### src/rtl/bb_pkg.sv
package bb_pkg;
    typedef enum logic [1:0] {
        ST_IDLE  = 2'd0,
        ST_FETCH = 2'd1,
        ST_STORE = 2'd2,
        ST_REPLY = 2'd3
    } state_e;

    localparam int WIN_BITS = 25;

    function automatic logic [31:0] src_base(input int region);
        return (region == 1) ? 32'h4000_0000 : 32'h2000_0000;
    endfunction

    function automatic logic [31:0] alias_base(input int region);
        return (region == 1) ? 32'h4200_0000 : 32'h2200_0000;
    endfunction
endpackage

### src/rtl/bb_addr_xlate.sv
module bb_addr_xlate #(
    parameter logic [31:0] SRC_BASE   = 32'h2000_0000,
    parameter logic [31:0] ALIAS_BASE = 32'h2200_0000,
    parameter int          WIN_BITS   = 25
) (
    input  logic [31:0] addr,
    input  logic [1:0]  size,
    output logic [31:0] unit_addr,
    output logic [4:0]  bit_idx,
    output logic        size_ok
);
    logic [31:0]         diff;
    logic [WIN_BITS-1:0] off;
    logic [31:0]         byte_addr;
    logic                unused_bits;

    assign diff        = addr - ALIAS_BASE;
    assign off         = diff[WIN_BITS-1:0];
    assign byte_addr   = SRC_BASE | 32'(off[WIN_BITS-1:5]);
    assign unused_bits = ^{diff[31:WIN_BITS], off[1:0]};

    always_comb begin
        unique case (size)
            2'd0: begin unit_addr = byte_addr;                 bit_idx = {2'b00, off[4:2]}; size_ok = 1'b1; end
            2'd1: begin unit_addr = {byte_addr[31:1], 1'b0};   bit_idx = {1'b0, off[5:2]};  size_ok = 1'b1; end
            2'd2: begin unit_addr = {byte_addr[31:2], 2'b00};  bit_idx = off[6:2];          size_ok = 1'b1; end
            default: begin unit_addr = byte_addr;              bit_idx = 5'd0;              size_ok = 1'b0; end
        endcase
    end
endmodule

### src/rtl/bb_bit_merge.sv
module bb_bit_merge #(
    parameter int DW = 32,
    localparam int IW = $clog2(DW)
) (
    input  logic [DW-1:0] unit,
    input  logic [IW-1:0] idx,
    input  logic          set_val,
    output logic          bit_out,
    output logic [DW-1:0] merged
);
    logic [DW-1:0] mask;

    assign mask    = DW'(1) << idx;
    assign bit_out = unit[idx];
    assign merged  = set_val ? (unit | mask) : (unit & ~mask);
endmodule

### src/rtl/bitband_bridge.sv
module bitband_bridge #(
    parameter int REGION = 0
) (
    input  logic        clk,
    input  logic        rst_n,
    input  logic        req_valid,
    output logic        req_ready,
    input  logic        req_write,
    input  logic [31:0] req_addr,
    input  logic [1:0]  req_size,
    input  logic [31:0] req_wdata,
    output logic        rsp_valid,
    output logic [31:0] rsp_rdata,
    output logic        rsp_err,
    output logic        dn_valid,
    output logic        dn_write,
    output logic        dn_lock,
    output logic [31:0] dn_addr,
    output logic [1:0]  dn_size,
    output logic [31:0] dn_wdata,
    input  logic        dn_done,
    input  logic [31:0] dn_rdata,
    input  logic        dn_err
);
    import bb_pkg::*;

    localparam logic [31:0] SRC_B   = src_base(REGION);
    localparam logic [31:0] ALIAS_B = alias_base(REGION);

    state_e      state;
    logic        op_write, op_val, err_q, bit_q;
    logic [31:0] op_addr, wb_data;
    logic [1:0]  op_size;
    logic [4:0]  op_idx;

    logic [31:0] x_addr;
    logic [4:0]  x_idx;
    logic        x_ok;
    logic        m_bit;
    logic [31:0] m_unit;
    logic        unused_wd;

    assign unused_wd = ^req_wdata[31:1];

    bb_addr_xlate #(.SRC_BASE(SRC_B), .ALIAS_BASE(ALIAS_B), .WIN_BITS(WIN_BITS)) u_xlate (
        .addr(req_addr), .size(req_size),
        .unit_addr(x_addr), .bit_idx(x_idx), .size_ok(x_ok)
    );

    bb_bit_merge #(.DW(32)) u_merge (
        .unit(dn_rdata), .idx(op_idx), .set_val(op_val),
        .bit_out(m_bit), .merged(m_unit)
    );

    // state register and operation capture
    always_ff @(posedge clk or negedge rst_n) begin
        if (!rst_n) begin
            state    <= ST_IDLE;
            op_write <= 1'b0;
            op_val   <= 1'b0;
            op_addr  <= '0;
            op_size  <= '0;
            op_idx   <= '0;
            wb_data  <= '0;
            err_q    <= 1'b0;
            bit_q    <= 1'b0;
        end else begin
            unique case (state)
                ST_IDLE: if (req_valid) begin
                    op_write <= req_write;
                    op_val   <= req_wdata[0];
                    op_addr  <= x_addr;
                    op_size  <= req_size;
                    op_idx   <= x_idx;
                    bit_q    <= 1'b0;
                    err_q    <= !x_ok;
                    state    <= x_ok ? ST_FETCH : ST_REPLY;
                end
                ST_FETCH: if (dn_done) begin
                    if (dn_err) begin
                        err_q <= 1'b1;
                        state <= ST_REPLY;
                    end else if (op_write) begin
                        wb_data <= m_unit;
                        state   <= ST_STORE;
                    end else begin
                        bit_q <= m_bit;
                        err_q <= 1'b0;
                        state <= ST_REPLY;
                    end
                end
                ST_STORE: if (dn_done) begin
                    err_q <= dn_err;
                    state <= ST_REPLY;
                end
                ST_REPLY: state <= ST_IDLE;
                default:  state <= ST_IDLE;
            endcase
        end
    end

    // outputs
    always_comb begin
        req_ready = (state == ST_IDLE);
        dn_valid  = (state == ST_FETCH) || (state == ST_STORE);
        dn_write  = (state == ST_STORE);
        dn_lock   = dn_valid && op_write;
        dn_addr   = op_addr;
        dn_size   = op_size;
        dn_wdata  = (state == ST_STORE) ? wb_data : 32'd0;
        rsp_valid = (state == ST_REPLY);
        rsp_err   = rsp_valid && err_q;
        rsp_rdata = {31'd0, rsp_valid && bit_q};
    end

    // aligned downstream address for each size
    p_align_half_r2: assert property (@(posedge clk) disable iff (!rst_n)
        (dn_valid && dn_size == 2'd1) |-> (dn_addr[0] == 1'b0));
    p_align_word_r2: assert property (@(posedge clk) disable iff (!rst_n)
        (dn_valid && dn_size == 2'd2) |-> (dn_addr[1:0] == 2'b00));
    // illegal size answered with error
    p_bad_size_r3: assert property (@(posedge clk) disable iff (!rst_n)
        (req_valid && req_ready && req_size == 2'd3) |=> (rsp_valid && rsp_err && !dn_valid));
    // only bit 0 may be set in read data
    p_rd_narrow_r5: assert property (@(posedge clk) disable iff (!rst_n)
        rsp_valid |-> (rsp_rdata[31:1] == 31'd0));
    // read error goes to reply, never to write-back
    p_no_wb_r7: assert property (@(posedge clk) disable iff (!rst_n)
        (state == ST_FETCH && dn_done && dn_err) |=> (rsp_valid && rsp_err && !dn_write));
    // write-back always under lock
    p_lock_r9: assert property (@(posedge clk) disable iff (!rst_n)
        (dn_valid && dn_write) |-> dn_lock);
    // single-cycle response
    p_pulse_r10: assert property (@(posedge clk) disable iff (!rst_n)
        rsp_valid |=> (!rsp_valid && req_ready));
endmodule

### config.mk
export PLATFORM = sky130hd
export DESIGN_NAME = bitband_bridge
export DESIGN_NICKNAME = d
export VERILOG_FILES = /design/src/rtl/bb_pkg.sv /design/src/rtl/bb_addr_xlate.sv /design/src/rtl/bb_bit_merge.sv /design/src/rtl/bitband_bridge.sv
export SDC_FILE = /design/constraint.sdc
export NUM_CORES = 1
export LEC_CHECK = 0
export BUFFER_PORTS_ARGS = -buffer_cell sky130_fd_sc_hd__buf_2
export CAP_MARGIN = 20
export CELL_PAD_IN_SITES_DETAIL_PLACEMENT = 1
export CELL_PAD_IN_SITES_GLOBAL_PLACEMENT = 2
export CORE_MARGIN = 5
export CORE_UTILIZATION = 26
export DETAILED_ROUTE_END_ITERATION = 8
export GPL_TIMING_DRIVEN = 0
export PLACE_DENSITY = 0.92
export SLEW_MARGIN = 10
export SYNTH_ARGS = -nofsm -noshare
export SYNTH_HDL_FRONTEND = slang
export SYNTH_SLANG_ARGS = --single-unit
### constraint.sdc
create_clock -name clk -period 2 [get_ports clk]
set_input_delay 0.6 -clock clk [delete_from_list [all_inputs] [get_ports clk]]
set_output_delay 0.6 -clock clk [all_outputs]
set_load 0.05 [all_outputs]
* Word-level counts from Yosys, hierarchy flattened *
Cells that the tools add are included.

word-level totals
  register bits after elaboration = 75
  input port bits = 104
  output and inout bits = 104
  logic and storage cells = 67

operators by class
  add/sub/neg operators = 1
  $lt $le $gt $ge = 1
  equality and inequality tests = 11
  shift operators = 1
  muxes and demuxes = 25
  bitwise operators = 4
  reductions and logical operators = 15

operators with widths
  operator                                                               count
  32-bit 2-to-1 mux                                                      2
  32-bit bitwise AND                                                     1
  32-bit inverter                                                        1
  32-bit OR                                                              1
  1-bit by 5-bit left shift with 32-bit output (first input constant)    1
  25-bit by 1-bit subtractor with 25-bit output (second input constant)  1
  5-bit case mux with 3 select lines                                     1
  1-bit 2-to-1 mux                                                       13
  5-bit AND reduction                                                    2
  2-bit 2-to-1 mux                                                       4
  2-bit != test (second input constant)                                  4
  2-bit case mux with 4 select lines                                     1
  2-bit == test (second input constant)                                  3
  5-bit by 6-bit < comparator with 1-bit output (second input constant)  1
  1-bit binary-select mux with 5-bit select                              1
  2-bit by 1-bit == test with 1-bit output (second input constant)       2
  2-bit logical NOT                                                      2
  2-bit case mux with 2 select lines                                     1
  4-bit AND reduction                                                    1
  1-bit logical AND                                                      3
  3-bit != test (second input constant)                                  1
  1-bit case mux with 3 select lines                                     1
  3-bit AND reduction                                                    1
  3-bit nonzero test                                                     1
  other kinds (8)                                                        8

* Logic depth before layout (Yosys ltp) *
Gate-level depths: netlist of run 1.

  word-level depth = 6
  gate-level depth with buffers = 8
  gate-level depth less buffers = 7

* By module *
Synthesis of run 1 repeated with hierarchy kept, for this count alone.

second synthesis, totals
  cell total of the unflattened synthesis = 421
  area, all modules = 4,921.0 um2

by module, submodules not included
  module          instances  cells an instance  area an instance (um2)  sequential area each (um2)
  bitband_bridge  1          260                3,633.5                 1,926.8
  bb_bit_merge    1          113                927.1                   0.0
  bb_addr_xlate   1          48                 360.3                   0.0

* Least setup slack after synthesis of run 1 *
Ideal clock, no wire load.

  path type = register to output
  start point = register state[0]
  end point = output port dn_wdata[10]
  data arrival time = 1,746 ps
  data required time = 1,400 ps
  setup slack = -346 ps
  stages on the path, launching flop included = 5
  buffers on the path = 1
  cells stage by stage = dfrtp_1 -> inv_1 -> ha_1 -> clkbuf_1 -> and2_1

between the ends
  longest elaborated chain between the ends = 2

RTL lines
  what                    line                   text
  start, declared         bitband_bridge.sv:30   state_e state;
  start signal, assigned  bitband_bridge.sv:77   state <= x_ok ? ST_FETCH : ST_REPLY;
  2-bit == test           --
  via dn_write            bitband_bridge.sv:16   output logic dn_write,
  32-bit 2-to-1 mux       bitband_bridge.sv:110  dn_wdata = (state == ST_STORE) ? wb_data : 32'd0;
  end, declared           bitband_bridge.sv:20   output logic [31:0] dn_wdata,

The timed path passes the listed nets, and every way through them passes these cells.

* Worst setup path in the final report of run 1 *
  start point = register state[0]
  end point = output port dn_wdata[15]

between the ends
  longest elaborated chain between the ends = 2

RTL lines
  what               line
  2-bit == test      bitband_bridge.sv:110
  32-bit 2-to-1 mux  bitband_bridge.sv:110

Every way passes these cells.

==> out/qor.txt, run 1 <==
Hold Crit Class = in2async
minimum clock period = 2.127 ns
adder-cell share of the synthesized area = 0.02799
worst reg-to-reg setup slack = 0.11 ns
worst-case clock buffer depth = 2
vias in the first global route = 4100
CTS H-Tree Depth = 3
slowest stage delay, CP = 0.39 ns
ys async rst share = 1.000
failing checks = negative setup slack
GP Congestion = 0.8503
mux cell area share after synthesis = 0.1629
initial antenna violation count = 7
Worst setup EP type = output port
Buf/Inv on CP = 3
port bufs = 125
# IOs = 208
post-synthesis compound-gate area fraction = 0.1017
xor and xnor area share after synthesis = 0
Slew Viols, Final = 0
Crit path max-delay family = buffers and inverters
Post-Synth Simple-Gate Area = 0.1803
WP data arrival = 1.53 ns
Worst slew margin = 0.5967
die width = 134.4 um
Post-synth top flop = dfrtp_1
Static Leak = 2.899 nW
post-synthesis sequential area ratio = 0.4104
die area = 18060 um2
CTS tree = built
YS warnings = 0
Max-cap violations = 0
Post-Syn Area = 4024 um2
largest net degree at the start of global routing = 67
Pwr Density = 1585 nW/um2
setup violators final = 34
DRT Pass-1 Iters = 4
period utilisation layout = 1.064
pre-CTS setup slack = -0.2497 ns
Area growth, synth to finish = 46.61%
status = finished, violations left
slowest CP cell = dfrtp_1
CTS root buf = clkbuf_16
worst path cell trace = inv_2 -> ha_4 -> clkbuf_8 -> and2_4 -> buf_8
initial cell density of the core = 0.2647
Fmax achieved = 470.1 MHz
Seq cells post-synth = 66
Hold Vio Cnt, Final = 0
hold-fix buffer count after cts = 0
Layout Skew = 0.005013 ns
Crit path required time = 1.40 ns
first-pass GRT wire length = 21360 um
std cell rows = 45
syn avg cell area = 9.402 um2
total routed wirelength = 13760 um
final std cells w/o fill = 807
Clock transition at path regs = 0.05 ns
Post-synth EDFFs = 0
largest family of logic cells by synthesized area = simple AND/OR/NAND/NOR gates
Routed WL per cell = 17.06 um
vias per cell = 4.548
Crit Path Category = reg2out
number of distinct library cells after synthesis = 36
Clock Sinks = 66
share of cells above drive strength 1 = 0.4481
vias post-DR = 3670
Peak VDD IR = 0.8359 mV
detailed placement HPWL = 10740 um
Placed Cells = 783
Sum Neg Setup Slack = -3.557 ns
Clock Latency Late Sink = 0.33 ns
final worst slack = -0.1272 ns
DRC viols = 0
RSZ-0062 raised after global routing = true
Floorplan Core Area = 15200 um2
critical path peak fanout = 6
fillcell total = 1783
Overflow after GRT = 0
type of origin of the critical path = flip-flop
Iter 0 DRT Violations = 101
Worst-Margin Slew = 0.6003 ns
Routed Antenna Nets = 0
Post-Syn Instances = 428
total CTS buffers = 9
final net count = 727
Total GRT Usage = 0.1512
Hold Slack = 0.2720 ns
Die Y-Extent = 134.4 um
## worst paths after layout
kind | from | to | cells after the start
worst max-delay path | state[0] | dn_wdata[15] | 5
min in group clk | dn_addr[29] | dn_addr[29] | 1
worst min-delay path | rst_n | wb_data[27] | 2
worst max register to register | state[0] | dn_addr[7] | 7
max in group asynchronous | rst_n | state[1] | 2
worst min register to register | dn_addr[29] | dn_addr[29] | 1
## Yosys cell counts, types with 7 or more instances
cell type | count | area (um2)
nor2b_1 | 7 | 43.79
dfrtp_1 | 66 | 1652
mux2_2 | 22 | 247.7
mux2i_1 | 34 | 340.3
o21ai_0 | 40 | 200.2
inv_1 | 7 | 26.28
buf_4 | 43 | 322.8
and2_1 | 35 | 219.0
nand2_1 | 59 | 221.5
clkbuf_1 | 17 | 63.81
ha_1 | 9 | 112.6
o22ai_1 | 10 | 62.56
nor2_1 | 27 | 101.4
## report_power, final
| part | internal [mW] | switching (mW) |
|---|---|---|
| clock network | 0.885 | 0.534 |
| logic | 2.04 | 3.54 |
| registers | 1.97 | 0.381 |
## layout make-up
type,instances,area (um2),share of cell area
Antenna cell,3,7.507,0.001273
Sequential cell,66,1653,0.2802
Tap cell,188,235.2,0.03987
Multi-Input combinational cell,328,2178,0.3692
Buffer,67,475.5,0.08059
Clock buffer,13,260.3,0.04411
Timing Repair Buffer,135,1064,0.1803
Inverter,7,26.28,0.004454
## sequential cells by signal, summed over array words and instances (netlist names)
signal,cells
bit_q,1
dn_addr,21
dn_size,2
err_q,1
op_idx,5
op_val,1
op_write,1
state,2
wb_data,32
## cell families (layout without fill, tap and decap cells)
logic type / count (synthesis) / after routing
DFF: 66 / 66
adders and majority gates: 9 / 9
muxes: 59 / 59
other: 1 / 45
AOI/OAI and AO/OA: 68 / 68
and+or+nand+nor: 150 / 150
buffers and inverters: 75 / 222
## routing by layer
layer,up-vias,wire length (um),track usage
met5,-,46,0
met4,8,339,0.04977
met3,30,1178,0.06264
met2,149,6749,0.2553
met1,1749,5451,0.1739
li1,1734,-,-
## repair_timing
action	4_1_cts	5_1_grt
buffers inserted	7	1
cloned	1	0
setup endpoints to repair	91	94
gates resized for setup	117	32
## worst register-to-register path, cell delays in order, from the launching register on
cell	delay, ns
dfrtp_1	0.37
inv_2	0.07
buf_4	0.15
ha_4	0.16
clkbuf_2	0.16
nand2_2	0.22
clkbuf_4	0.29
mux2_2	0.36
## placed cells by master, fill, tap and decap left out, drive strengths merged
cell     instances
o21ai           40
ha               9
or2              3
o31ai            1
a22o             5
o2111ai          1
nand4            1
mux2            22
nand3b           2
mux4             3
nor2            27
a2111oi          1
conb            42
inv              7
a21oi            3
diode            3
o311ai           1
o211ai           1
nor2b            8
nor4b            1
o21a             1
nand2           59
clkbuf          29
nand3            4
o22ai           10
mux2i           34
nor3             5
dfrtp           66
and2            35
buf            186
o41ai            1
o21bai           3
nor3b            1
nand2b           4
## stage by stage
| stage | area (um2) | total power [mW] | util |
|---|---|---|---|
| after floorplan | 4242 | 6.028 | - |
| after CTS | 5814 | 9.276 | 0.3825 |
| after detailed placement | 5132 | 7.247 | 0.3376 |
| final | 5899 | 9.349 | 0.3881 |
| after global placement | 5102 | 7.118 | 0.3356 |
| after global routing | 5899 | 9.898 | 0.3881 |
Power figures use the tool's default switching activity.
==> run 2: changes to the inputs <==
--- a/config.mk
+++ b/config.mk
@@ -13,7 +13,7 @@
 export CORE_UTILIZATION = 26
 export DETAILED_ROUTE_END_ITERATION = 8
 export GPL_TIMING_DRIVEN = 0
-export PLACE_DENSITY = 0.92
+export PLACE_DENSITY = 0.87
 export SLEW_MARGIN = 10
 export SYNTH_ARGS = -nofsm -noshare
 export SYNTH_HDL_FRONTEND = slang
==> run 2 against run 1 <==
  * The flow still finishes with violations (negative setup slack)
  * Setup slack better by 0.017 ns
  * Cell count is 0.12% higher
  * Register-to-register slack lost 0.05 ns
  * Via count down 1.7%
  * Hold slack lost 0.0092 ns
  * Sequential power hardly changed
  * Global-route usage about the same
  * Flip-flop and latch count stayed put
  * Wire length decreased by 2.1%
  * Critical path depth is the same
  * Power increased by 2.2%
  * Cell area is 0.30% higher
  * Critical endpoint is now dn_wdata[17]
  * Largest power group unchanged
==> out/qor.txt, run 2 (same netlist as run 1, synthesis figures left out) <==
vias in the first global route = 3874
total CTS buffers = 9
# IOs = 208
worst-case clock buffer depth = 2
DRT Pass-1 Iters = 4
Hold Crit Class = in2async
Iter 0 DRT Violations = 63
Worst setup EP type = output port
initial antenna violation count = 7
period utilisation layout = 1.055
Routed WL per cell = 16.68 um
share of cells above drive strength 1 = 0.4571
part of the power in registers = 0.245
r2r startpoint = state[0]
Pwr Density = 1615 nW/um2
CTS H-Tree Depth = 3
Sum Neg Setup Slack = -3.117 ns
Placed Area = 5132 um2
Clock transition at path regs = 0.05 ns
Area growth, synth to finish = 47.05%
CTS tree = built
Overflow after GRT = 0
setup violators final = 34
status = finished, violations left
Logic pwr share = 0.577
hold-fix buffer count after cts = 0
internal power = 5.086 mW
max reg flops = 32
Critical Path Start = state[0]
die width = 134.4 um
fillcell total = 1782
final net count = 725
Sw Share = 0.4677
commonest non-fill, non-tap cell in the layout = buf_2
type of origin of the critical path = flip-flop
std cell rows = 45
Fmax achieved = 474.0 MHz
Worst-Margin Slew = 0.5862 ns
Die Y-Extent = 134.4 um
critical path peak fanout = 10
worst r2r path cells = 8
GP Congestion = 0.8961
Floorplan Core Area = 15200 um2
Total GRT Usage = 0.1509
Hold Slack = 0.2628 ns
die area = 18060 um2
Clock Sinks = 66
Clock Latency Late Sink = 0.34 ns
Worst R2R End = bit_q
Worst Setup EP = dn_wdata[17]
CTS root buf = clkbuf_16
final worst slack = -0.1097 ns
Worst slew margin = 0.6062
Clk pwr share = 0.178
detailed placement HPWL = 10670 um
sw power = 4.469 mW
minimum clock period = 2.110 ns
first-pass GRT wire length = 21220 um
commonest cells after routing, fill and taps aside = buf_2, dfrtp_1, nand2_1
Max-cap violations = 0
Crit Path Category = reg2out
Hold Vio Cnt, Final = 0
port bufs = 125
Layout Skew = 0.005187 ns
initial cell density of the core = 0.2647
worst reg-to-reg setup slack = 0.06 ns
WP data arrival = 1.51 ns
total routed wirelength = 13470 um
Static Leak = 2.917 nW
RSZ-0062 raised after global routing = true
Routed Antenna Nets = 0
failing checks = negative setup slack
register name with the most flops = wb_data
Peak VDD IR = 0.8933 mV
vias per cell = 4.467
design area = 5917 um2
Crit path required time = 1.40 ns
vias post-DR = 3609
DRC viols = 0
Slew Viols, Final = 0
largest net degree at the start of global routing = 67
-- run 2: changes by cell type in the layout (fill, tap and decap cells not counted), sizes merged --
cell and change:
clkbuf -6, clkinv +4, bufinv +2, buf +1
-- run 2: area by class of cell --
class | count | area, um2 | area share
inverter | 7 | 26.28 | 0.004441
antenna | 3 | 7.507 | 0.001269
clock inverter | 6 | 80.08 | 0.01353
buffer | 67 | 483.0 | 0.08162
timing repair buffer | 133 | 1027 | 0.1736
sequential | 66 | 1653 | 0.2793
multi-input combinational | 328 | 2166 | 0.3660
clock buffer | 10 | 239.0 | 0.04039
tap | 188 | 235.2 | 0.03975
-- run 2: repair_timing --
| action | CTS | global route |
|---|---|---|
| endpoints found under the setup margin | 91 | 94 |
| pin swaps | 0 | 4 |
| buffers inserted | 5 | 2 |
| resized for setup | 96 | 50 |
-- run 2: layer usage --
layer | vias to the layer above | share of wire | GRT usage
li1 | 1737 | - | -
met5 | - | 0.0040 | 0
met3 | 33 | 0.080 | 0.05889
met2 | 135 | 0.48 | 0.2466
met1 | 1694 | 0.41 | 0.1819
met4 | 10 | 0.022 | 0.05090
-- run 2: power groups by stage --
stage                     Clock, mW  Combinational [mW]  Sequential (mW)
after floorplan                   0                3.00             3.03
after global placement            0                4.79             2.30
after detailed placement          0                4.89             2.35
after CTS                      1.75                5.36             2.34
after global routing           1.80                5.91             2.44
final                          1.70                5.51             2.34
-- run 2: how the worst min path moves through the flow --
| stage | from | slack (ns) | to |
|---|---|---|---|
| 6_report | rst_n | 0.26 | wb_data[25] |
| 5_1_grt | rst_n | 0.30 | wb_data[23] |
| 4_1_cts | rst_n | 0.27 | wb_data[25] |
| 3_5_place_dp | wb_data[14] | 0.47 | wb_data[14] |
| 3_3_place_gp | dn_addr[29] | 0.44 | dn_addr[29] |
| 2_1_floorplan | rst_n | 0.30 | bit_q |
-- run 2: stage by stage --
stage	instances	power, mW	util	setup WS (ns)
finish	808	9.555	0.3892	-0.1097
global route	807	10.14	0.3891	-0.1731
CTS	803	9.447	0.3810	-0.1450
detailed placement	783	7.239	0.3376	-0.2244
global placement	782	7.098	0.3356	-0.2043
floorplan	469	6.028	-	-0.02280
-- run 2: critical path: stages, from the launching register on --
cell and delay, ns:
dfrtp_1 0.39, inv_2 0.11, ha_4 0.23, buf_8 0.14, and2_2 0.14, buf_6 0.15
==> run 3: changes to the inputs <==
--- a/config.mk
+++ b/config.mk
@@ -14,6 +14,7 @@
 export DETAILED_ROUTE_END_ITERATION = 8
 export GPL_TIMING_DRIVEN = 0
 export PLACE_DENSITY = 0.87
+export SETUP_SLACK_MARGIN = 0.3
 export SLEW_MARGIN = 10
 export SYNTH_ARGS = -nofsm -noshare
 export SYNTH_HDL_FRONTEND = slang
==> run 3 against run 2 <==
  * The run still ends with negative setup slack left
  * Critical path depth rose by 1
  * Combinational power rose by 17%
  * Via count is 3.5% higher
  * Largest cell class unchanged
==> out/qor.txt, run 3 (same netlist as run 1, synthesis figures left out) <==
max reg flops = 32
period utilisation layout = 1.078
total routed wirelength = 14590 um
# IOs = 208
vias per cell = 4.522
Worst setup EP type = output port
commonest non-fill, non-tap cell in the layout = buf_2
Buf/Inv on CP = 4
die area = 18060 um2
DRT Pass-1 Iters = 4
share of cells above drive strength 1 = 0.5181
Slew Viols, Final = 0
vias post-DR = 3735
Hold Vio Cnt, Final = 0
worst path cell trace = buf_4 -> buf_6 -> buf_6 -> ha_4 -> and2_4 -> buf_6
final net count = 745
Stages on worst setup path = 6
largest net degree at the start of global routing = 41
Routed WL per cell = 17.66 um
register name with the most flops = wb_data
type of origin of the critical path = flip-flop
first-pass GRT wire length = 22470 um
Crit Path Category = reg2out
Clock transition at path regs = 0.06 ns
Sum Neg Setup Slack = -4.335 ns
total CTS buffers = 9
Static Leak = 3.176 nW
failing checks = negative setup slack
Total GRT Usage = 0.1609
std cell rows = 45
slowest stage delay, CP = 0.40 ns
max layer used = met4
Hold Crit Class = in2async
Clock Latency Late Sink = 0.34 ns
GP Congestion = 0.8498
Crit path required time = 1.40 ns
status = finished, violations left
Crit path max-delay family = buffers and inverters
initial cell density of the core = 0.2647
Layout Skew = 0.005926 ns
Die Y-Extent = 134.4 um
Pwr Density = 1658 nW/um2
RSZ-0062 raised after global routing = true
port bufs = 125
fillcell total = 1702
critical path peak fanout = 3
Worst slew margin = 0.5685
Peak VDD IR = 0.9853 mV
Max-cap violations = 0
WP data arrival = 1.56 ns
slowest CP cell = dfrtp_1
Crit path top cell by count = buf_6
minimum clock period = 2.156 ns
WL met3 = 993 um
Overflow after GRT = 0
Routed Antenna Nets = 0
detailed placement HPWL = 10860 um
setup violators final = 38
CTS tree = built
vias in the first global route = 4209
CTS H-Tree Depth = 3
final worst slack = -0.1556 ns
Met2 Wirelength = 7295 um
initial antenna violation count = 0
M1 WL = 5957 um
Iter 0 DRT Violations = 107
Area growth, synth to finish = 62.47%
Floorplan Core Area = 15200 um2
Fmax achieved = 463.9 MHz
die width = 134.4 um
Worst-Margin Slew = 0.6472 ns
Clock Sinks = 66
DRC viols = 0
worst-case clock buffer depth = 2
Tot Pwr = 10.84 mW
worst r2r path cells = 11
commonest cells after routing, fill and taps aside = buf_2, dfrtp_1, buf_4
CTS root buf = clkbuf_16
## run 3: changes by cell type in the layout (fill, tap and decap cells not counted), moves of 5 or more
| cell | change |
|---|---|
| and2_2 | -21 |
| and2_4 | +24 |
| buf_2 | -5 |
| buf_4 | +10 |
| buf_6 | -5 |
| buf_8 | +18 |
| o21ai_0 | -21 |
| o21ai_1 | +10 |
| o21ai_2 | +11 |
## run 3: worst paths after layout
kind                              from      endpoint  slack, ns
setup reg to reg              state[0]         bit_q       0.11
hold / removal                   rst_n   wb_data[21]       0.17
hold reg to reg            dn_addr[29]   dn_addr[29]       0.46
max in group asynchronous        rst_n     op_idx[2]       1.27
min in group clk           dn_addr[29]   dn_addr[29]       0.46
setup / recovery              state[0]  rsp_rdata[0]      -0.16
## run 3: worst register-to-register path, cell delays in order (launching register included)
cell	delay, ns
dfrtp_1	0.38
buf_4	0.13
buf_6	0.09
buf_4	0.11
ha_4	0.14
nand3b_1	0.13
buf_4	0.17
nor3_4	0.15
buf_4	0.15
o311ai_2	0.09
o211ai_1	0.14
o21a_1	0.16
## run 3: area by class of cell
class,instances,area [um2],share of cell area
inverter,7,26.28,0.004019
timing repair buffer,152,1304,0.1994
multi-input combinational,329,2360,0.3610
clock buffer,11,232.7,0.03560
buffer,67,573.1,0.08766
antenna,1,2.502,0.0003828
tap,188,235.2,0.03598
sequential,66,1654,0.2530
clock inverter,5,150.1,0.02297
## run 3: timing repair
action / in CTS / in global routing
pin swaps: 23 / 5
hold buffers: 0 / 0
endpoints found under the setup margin: 96 / 84
cloned: 3 / 4
gates resized for setup: 180 / 50
hold endpoints to repair: 0 / 0
buffers inserted: 11 / 9
## run 3: per-stage QoR
step	instances	setup WS, ns	hold WS, ns	cell area (um2)	utilization
after floorplan	469	0.2057	0.3044	4330	-
after global placement	782	-0.09824	0.4454	5191	0.3415
after detailed placement	783	-0.1619	0.4529	5214	0.3430
after CTS	812	-0.1477	0.1741	6272	0.4126
after global routing	825	-0.2061	0.1982	6535	0.4299
final	826	-0.1556	0.1728	6538	0.4300
## run 3: where the power goes
part           leakage [nW]  internal [mW]  total [mW]  switching, mW
Sequential            0.811           1.97        2.37          0.398
Combinational          2.18           2.59        6.42           3.83
Clock                 0.184           1.47        2.05          0.581
## run 3: metal layers
metal,global-route usage,up-vias
met5,0,-
met4,0.06165,0
met3,0.04989,21
met2,0.2735,128
met1,0.1903,1806
li1,-,1780
